### config.mk
export PLATFORM = sky130hd
export DESIGN_NAME = event_builder
export DESIGN_NICKNAME = d
export VERILOG_FILES = /design/src/rtl/event_builder.sv
export SDC_FILE = /design/constraint.sdc
export NUM_CORES = 1
export LEC_CHECK = 0
export CORE_UTILIZATION = 35
export CTS_CLUSTER_SIZE = 24
export DETAILED_ROUTE_END_ITERATION = 16
export PLACE_DENSITY = 0.8
export SLEW_MARGIN = 20
export SYNTH_ARGS = -nofsm -noshare
export SYNTH_HDL_FRONTEND = slang
export SYNTH_SLANG_ARGS = --single-unit
### constraint.sdc
create_clock -name clk -period 3.15 [get_ports clk]
set_input_delay 0.63 -clock clk [delete_from_list [all_inputs] [get_ports clk]]
set_output_delay 0.63 -clock clk [all_outputs]
set_load 0.02 [all_outputs]
### src/rtl/event_builder.sv
module event_builder #(
  parameter int N_SRC = 3,
  parameter int EW    = 8,
  parameter int DW    = 8,
  parameter int TW    = 4,
  parameter int PW    = 4,
  parameter int CW    = 4
) (
  input  logic                            clk,
  input  logic                            rst_n,
  input  logic                            trig_valid,
  input  logic [EW-1:0]                   trig_evnum,
  input  logic [TW-1:0]                   trig_type,
  output logic                            trig_pop,
  input  logic [N_SRC-1:0]                src_valid,
  input  logic [N_SRC*EW-1:0]             src_evnum,
  input  logic [N_SRC*DW-1:0]             src_data,
  output logic [N_SRC-1:0]                src_pop,
  input  logic [3*PW-1:0]                 cfg_prescale,
  input  logic [3*TW-1:0]                 cfg_mask,
  input  logic [3*TW-1:0]                 cfg_match,
  input  logic [3:0]                      out_full,
  output logic [3:0]                      out_wr,
  output logic [N_SRC+TW+EW+N_SRC*DW-1:0] out_data,
  output logic                            stalled,
  output logic                            err_sticky,
  output logic [CW-1:0]                   err_count
);
  localparam logic [CW-1:0] CNT_MAX = {CW{1'b1}};

  logic [N_SRC-1:0] mis;
  logic [3:0]       en, pass;
  logic             ready, blocked, fire;

  for (genvar i = 0; i < N_SRC; i++) begin : g_cmp
    assign mis[i] = src_evnum[i*EW +: EW] != trig_evnum;
  end

  assign en[0]   = 1'b1;
  assign pass[0] = 1'b1;

  for (genvar s = 1; s < 4; s++) begin : g_stream
    logic [PW-1:0] p, cnt;
    logic          hit, hdr_ok;
    assign p      = cfg_prescale[(s-1)*PW +: PW];
    assign en[s]  = p != '0;
    assign hit    = en[s] && (cnt >= p - 1'b1);
    assign hdr_ok = (trig_type & cfg_mask[(s-1)*TW +: TW]) == cfg_match[(s-1)*TW +: TW];
    assign pass[s] = hit && hdr_ok;

    always_ff @(posedge clk) begin
      if (!rst_n)            cnt <= '0;
      else if (fire && en[s]) cnt <= hit ? '0 : cnt + 1'b1;
    end
  end

  assign ready    = trig_valid && (&src_valid);
  assign blocked  = |(out_full & en);
  assign fire     = ready && !blocked;
  assign stalled  = ready && blocked;
  assign trig_pop = fire;
  assign src_pop  = {N_SRC{fire}};
  assign out_wr   = {4{fire}} & pass;
  assign out_data = {mis, trig_type, trig_evnum, src_data};

  always_ff @(posedge clk) begin
    if (!rst_n) begin
      err_sticky <= 1'b0;
      err_count  <= '0;
    end else if (fire && |mis) begin
      err_sticky <= 1'b1;
      if (err_count != CNT_MAX) err_count <= err_count + 1'b1;
    end
  end
endmodule

# [After elaboration in Yosys (flattened, before gate mapping)]
# Index checks and enable logic that the tools add are counted.
[word_totals] register_bits=17 output_inout_bits=53
[classes] add_sub_neg=7 order_cmp=3 eq_ne=7 muxes=3 bitwise_logic=5 n_reduce_logical=21
[ops] cell="8-bit != test" count=3
[ops] cell="4-bit bitwise AND" count=5
[ops] cell="4-bit by 1-bit adder with 4-bit output (second input constant)" count=4
[ops] cell="1-bit logical AND" count=13
[ops] cell="4-bit equality test" count=3
[ops] cell="4-bit >= comparator" count=3
[ops] cell="4-bit two-way mux" count=3
[ops] cell="4-bit nonzero test" count=3
[ops] cell="4-bit by 1-bit subtractor with 4-bit output (second input constant)" count=3
[ops] cell="4-bit != test (second input constant)" count=1
[ops] cell="4-bit OR reduction" count=1
[ops] cell="3-bit AND reduction" count=1
[ops] cell="3-bit OR reduction" count=1
[ops] cell="2-bit AND reduction" count=1
[ops] cell="1-bit zero test" count=1

# [Depth between registers and ports, before layout]
# Gate-level depths: netlist of the first run.
[depth] word_depth=7 ltp_mapped=8

# [Worst setup path after synthesis of the first run]
# OpenSTA, ideal clock, no wires.
[synth_timing] path_kind="in2out" from="input port cfg_prescale[8]" to="output port out_wr[3]" arrival_ps=2257 required_ps=2520 setup_slack_ps=263 path_stages=6 n_path_buf=0 cell_sequence="inv_1 ha_1 or3b_4 a211oi_4 nand3_2 nor3_1"
[synth_via] elab_chain_len=6 word_cells_on_any_way=10 classes_between="add/sub (1); order compare (1); bitwise (2); reduce/logical (6)"
[synth_lines] element="start: declaration" line_no="19" text="input logic [3*PW-1:0] cfg_prescale,"
[synth_lines] element="parallel branches: the longest is 5 deep, another holds 4-bit by 1-bit subtractor with 4-bit output"
[synth_lines] element="4-bit bitwise AND (*)" line_no="63" text="assign out_wr = {4{fire}} & pass;"
[synth_lines] element="end: declaration" line_no="23" text="output logic [3:0] out_wr,"
# Mark *: on every way between the ends.

# [Worst setup path in the final report of the first run]
[layout_timing] from="input port cfg_prescale[6]" to="output port out_wr[2]"
# Same word-level chain as after synthesis.

==> impl_metrics.tcl, run 1 <==
set metrics [dict create \
    status "finished, final reports clean" \
    cp.required_ps 2520 \
    cts_buffer_depth 2 \
    ant_nets 0 \
    finClkSkew_ps 0.475 \
    dr.pass1.iters 4 \
    syn_nets 387 \
    end_kind "primary output" \
    gp_congestion 0.814 \
    wl_met1_um 2110 \
    clkSinkCount 17 \
    relSlewSlack 0.502 \
    synth_top_area_frac 0.162 \
    die_area_um2 6510 \
    setup_slack_ps 123 \
    crit_slowest_cell "clkdlybuf4s50_1" \
    vias_per_cell 4.76 \
    yosys-top-cells-count "buf_4 (40), xnor2_1 (40), nand2_1 (24), ha_1 (19), inv_1 (19)" \
    std_cell_rows 28 \
    start_util 0.364 \
    globalRouteTotalUtil 0.177 \
    nets 500 \
    grt_pass1_vias 2156 \
    powerDensity_nw_per_um2 199 \
    postSynthAreaPerCell_um2 8.28 \
    wl_um 5780 \
    ir_drop_mv 0.218 \
    htree_num_levels 1 \
    synth_cell_types 40 \
    clockRootBuffer "clkbuf_8" \
    path_class "in -> out" \
    io-pin-count 159 \
    drc 0 \
    drive_above_1_share 0.198 \
    vias 2137 \
    async_flop_share 0 \
    drv_slew 0 \
    cp_data_arrival_time_ps 2400 \
    io_buffers 110 \
    seq_area_frac_synth 0.157 \
    synth.largest_area_cell "xnor2_1" \
    syn2layout_area_growth_pct 57.5 \
    wl_met3_um 455 \
    hold_buffers 0 \
    path_max_fanout 3 \
    grt_first_pass_wirelength_um 9010 \
    rsz0062_at_grt "false" \
    synth-seq-cells 17 \
    antenna_found_initial 0 \
    die_width_um 80.7 \
    wl_per_cell_um 12.9 \
    tightest_slew_ps 741 \
    cts_tree "yes" \
    fin_crit_sh 0.961 \
    diodes 0 \
    grt-ovfl-total 0 \
    cp-start-kind "input port" \
    static-leakage-power_uw 0.00140 \
    fmax_ghz 0.330 \
    synth.area.top_cells "xnor2_1 (16%), dfxtp_1 (16%), buf_4 (14%)" \
    critical-path-max-stage-delay_ps 430 \
    yosys_warnings 0 \
    path_clk_slew_ps 60 \
    layout_min_cycle_time_ps 3030 \
    finalSetupViolCount 0 \
    r2r_setup_slack_ps 1170 \
    hold_violations 0 \
    crit_chain "clkdlybuf4s50_1 -> buf_4 -> nor3_1 -> xnor2_1 -> ha_1 -> a21o_1 -> and3_4 -> buf_6" \
    grt_max_degree 13 \
    synthCells 262 \
    dp_hpwl_um 5040 \
    synth_enable_flop_cells 0 \
    cts_made_buffers 3 \
    insertion_delay_ps 250 \
    first_iter_violations 68 \
    path_buf_inv 3 \
    highest_layer "met4" \
    drv_cap 0 \
    synth_area_um2 2170 \
    route.met2.wl_um 3090 \
    die_h_um 80.7 \
    fp.coreArea_um2 5960 \
    place_ws_ps -557 \
    synth_flop_cell "dfxtp_1" \
    crit_family "buffers and inverters" \
    tns_ps 0 \
    hold_path.class "reg -> reg" \
]
[report_power, final]
part | internal, µW | switching, µW
clock network | 89.5 | 67.8
registers | 216 | 1.56
logic | 191 | 114
total | 496 | 183
[worst register-to-register path, cell delays in order, from the launching register on]
cell and delay [ps]:
dfxtp_1 400, inv_1 60, ha_1 260, nand2b_1 140
a21o_1 170, a21o_1 200, buf_4 150, a2111o_1 400
a21oi_1 130
[path summary, 6_finish.rpt]
kind,from,endpoint,cells after the start
setup / recovery,cfg_prescale[6],out_wr[2],8
hold / removal,err_sticky$_SDFFE_PN0P_,err_sticky$_SDFFE_PN0P_,1
setup reg to reg,g_stream[3].cnt[0]$_SDFFE_PN0P_,g_stream[3].cnt[1]$_SDFFE_PN0P_,8
hold reg to reg,err_sticky$_SDFFE_PN0P_,err_sticky$_SDFFE_PN0P_,1
[layout by cell type (no fill, tap or decap), types with 10 or more instances in the layout]
master and instances:
ha_1 17, nand4_1 10, inv_1 17, nand2_1 24, dfxtp_1 17, buf_4 41
clkdlybuf4s50_1 95, xnor2_1 39
[stage by stage]
step / util / total power, µW / hold WS [ps] / cell area [µm²] / std cells
floorplan: - / 392 / 462 / 2170 / 262
global placement: 0.560 / 519 / 455 / 3340 / 443
detailed placement: 0.560 / 525 / 460 / 3340 / 443
CTS: 0.569 / 687 / 475 / 3390 / 448
global route: 0.573 / 721 / 508 / 3410 / 449
finish: 0.573 / 679 / 467 / 3410 / 449
[cell type report]
cell class                 instances  area [µm²]
fill                             551        2540
multi-input combinational        183        1480
timing repair buffer             151        1390
sequential                        17         340
tap                               75        93.8
inverter                          19        71.3
clock buffer                       4        45.0
[layer usage]
layer	global-route usage	vias up
met3	0.0443	16
met1	0.160	938
li1	-	1096
met4	0.0464	0
met2	0.378	87
met5	0	-
[state kept, by name, indices dropped and copies added (netlist names)]
| register | flops |
|---|---|
| err_count | 4 |
| err_sticky | 1 |
| g_stream.cnt | 12 |
[logic make-up after synthesis]
logic type | Yosys count | share of synthesized area
compound gates | 41 | 0.168
xor+xnor | 48 | 0.194
fa+ha+maj | 19 | 0.110
buf+inv | 62 | 0.180
flops | 17 | 0.157
mux | 2 | 0.00923
simple gates | 73 | 0.182
[what timing repair did]
| action | in CTS | in global routing |
|---|---|---|
| pin swaps | 5 | 2 |
| setup buffers | 1 | 1 |
| resized for setup | 50 | 5 |
| setup endpoints to repair | 9 | 8 |
Note: power is estimated with default switching activity, not from simulation.
==> run 2: changes to the inputs <==
- CORE_MARGIN: default -> 8
==> impl_metrics.tcl, run 2 (synthesized netlist as in run 1, its figures left out) <==
set metrics [dict create \
    end_kind "primary output" \
    finalSetupViolCount 0 \
    cp-start-kind "input port" \
    crit_slowest_cell "clkdlybuf4s50_1" \
    start_util 0.364 \
    io_buffers 110 \
    fp.coreArea_um2 5960 \
    diodes 0 \
    htree_num_levels 1 \
    path_clk_slew_ps 60 \
    whs_ps 487 \
    static-leakage-power_uw 0.00141 \
    globalRouteTotalUtil 0.147 \
    wl_per_cell_um 14.7 \
    drc 0 \
    gp_congestion 0.864 \
    dp_hpwl_um 5840 \
    tightest_slew_ps 731 \
    drv_slew 0 \
    antenna_found_initial 0 \
    grt_max_degree 13 \
    instances_no_fill 450 \
    dr.pass1.iters 4 \
    status "finished, final reports clean" \
    wl_um 6610 \
    dpl_cell_area_um2 3340 \
    nets 501 \
    cts_made_buffers 3 \
    fin_crit_sh 0.980 \
    clkSinkCount 17 \
    rsz0062_at_grt "false" \
    io-pin-count 159 \
    relSlewSlack 0.508 \
    tns_ps 0 \
    syn2layout_area_growth_pct 58.2 \
    top_register "g_stream.cnt" \
    vias_per_cell 4.86 \
    ant_nets 0 \
    finClkSkew_ps 0.451 \
    hold_violations 0 \
    grt-ovfl-total 0 \
    clockRootBuffer "clkbuf_8" \
    final_area_um2 3430 \
    crit_family "buffers and inverters" \
    layout_min_cycle_time_ps 3090 \
    crit_chain "clkdlybuf4s50_1 -> inv_1 -> ha_4 -> buf_4 -> xnor2_1 -> ha_1 -> a21o_1 -> a21o_1 -> and3_1 -> buf_6" \
    cp_data_arrival_time_ps 2460 \
    cts_buffer_depth 2 \
    die_width_um 94.7 \
    final_cell_mix "clkdlybuf4s50_1 (96), buf_4 (42), xnor2_1 (40)" \
    powerDensity_nw_per_um2 200 \
    cts_tree "yes" \
    final_common_cell "clkdlybuf4s50_1" \
    drv_cap 0 \
    grt_first_pass_wirelength_um 10600 \
    path_buf_inv 4 \
    power_uw 686 \
    path_max_fanout 2 \
    fillers 523 \
    post-place-cells 444 \
    std_cell_rows 28 \
    insertion_delay_ps 250 \
    top_regs "g_stream.cnt: 12 flops, err_count: 4 flops, err_sticky: 1 flops" \
    fmax_ghz 0.324 \
    die_h_um 94.7 \
    die_area_um2 8970 \
    crit_top_cell "a21o_1" \
    largest_reg_flops 12 \
    hold_path.class "reg -> reg" \
    path_class "in -> out" \
    grt_pass1_vias 2312 \
    cp.required_ps 2520 \
    drive_above_1_share 0.200 \
    hold_buffers 0 \
    critical-path-max-stage-delay_ps 470 \
    ir_drop_mv 0.200 \
    vias 2187 \
    first_iter_violations 31 \
]
-- run 2: cell types whose count changed in the layout (fill, tap and decap cells not counted), sizes merged --
cell and delta:
clkdlybuf4s50 +1, dlymetal6s2s +1, dlygate4sd2 -2, buf +1
-- run 2: routing by layer --
metal / track usage / part of all wire / vias up
li1: - / - / 1100
met1: 0.150 / 0.39 / 972
met2: 0.271 / 0.49 / 101
met3: 0.0595 / 0.10 / 14
met4: 0.0390 / 0.016 / 0
met5: 0 / 0 / -
-- run 2: repair_timing --
action	in CTS	in global routing
hold endpoints to repair	0	0
setup endpoints to repair	9	9
resized for setup	46	8
pin swaps	4	4
setup buffers	1	1
-- run 2: cell type report --
cell class	instances	area, µm²	area share
Clock buffer	4	45.0	0.0131
Inverter	19	71.3	0.0208
Multi-Input combinational cell	183	1480	0.432
Sequential cell	17	340	0.0992
Tap cell	75	93.8	0.0274
Timing Repair Buffer	152	1400	0.408
-- run 2: worst register-to-register path: cells and delay by family (launching register included) --
family / cells / cell delay (ps)
buffers and inverters: 2 / 210
AND/OR/NAND/NOR: 1 / 140
adder cells (fa/ha/maj): 1 / 260
AO/OA/AOI/OAI: 4 / 910
flip-flops: 1 / 400
-- run 2: per-stage QoR --
stage               worst slack (ps)  utilization
floorplan                        263            -
global placement                -507        0.562
detailed placement              -549        0.562
CTS                             4.68        0.569
global route                    7.16        0.576
finish                          61.6        0.576
-- run 2: worst paths after layout --
| kind | slack [ps] | startpoint | endpoint | cells past startpoint |
|---|---|---|---|---|
| setup / recovery | 60 | cfg_prescale[5] | out_wr[2] | 10 |
| hold / removal | 490 | err_sticky$_SDFFE_PN0P_ | err_sticky$_SDFFE_PN0P_ | 1 |
| setup reg to reg | 1170 | g_stream[3].cnt[0]$_SDFFE_PN0P_ | g_stream[3].cnt[1]$_SDFFE_PN0P_ | 8 |
| hold reg to reg | 490 | err_sticky$_SDFFE_PN0P_ | err_sticky$_SDFFE_PN0P_ | 1 |
-- run 2: power breakdown --
part	leakage (µW)	switching, µW	internal [µW]
sequential	0.000137	1.46	216
combinational	0.00125	114	192
clock	0.0000228	72.3	89.7
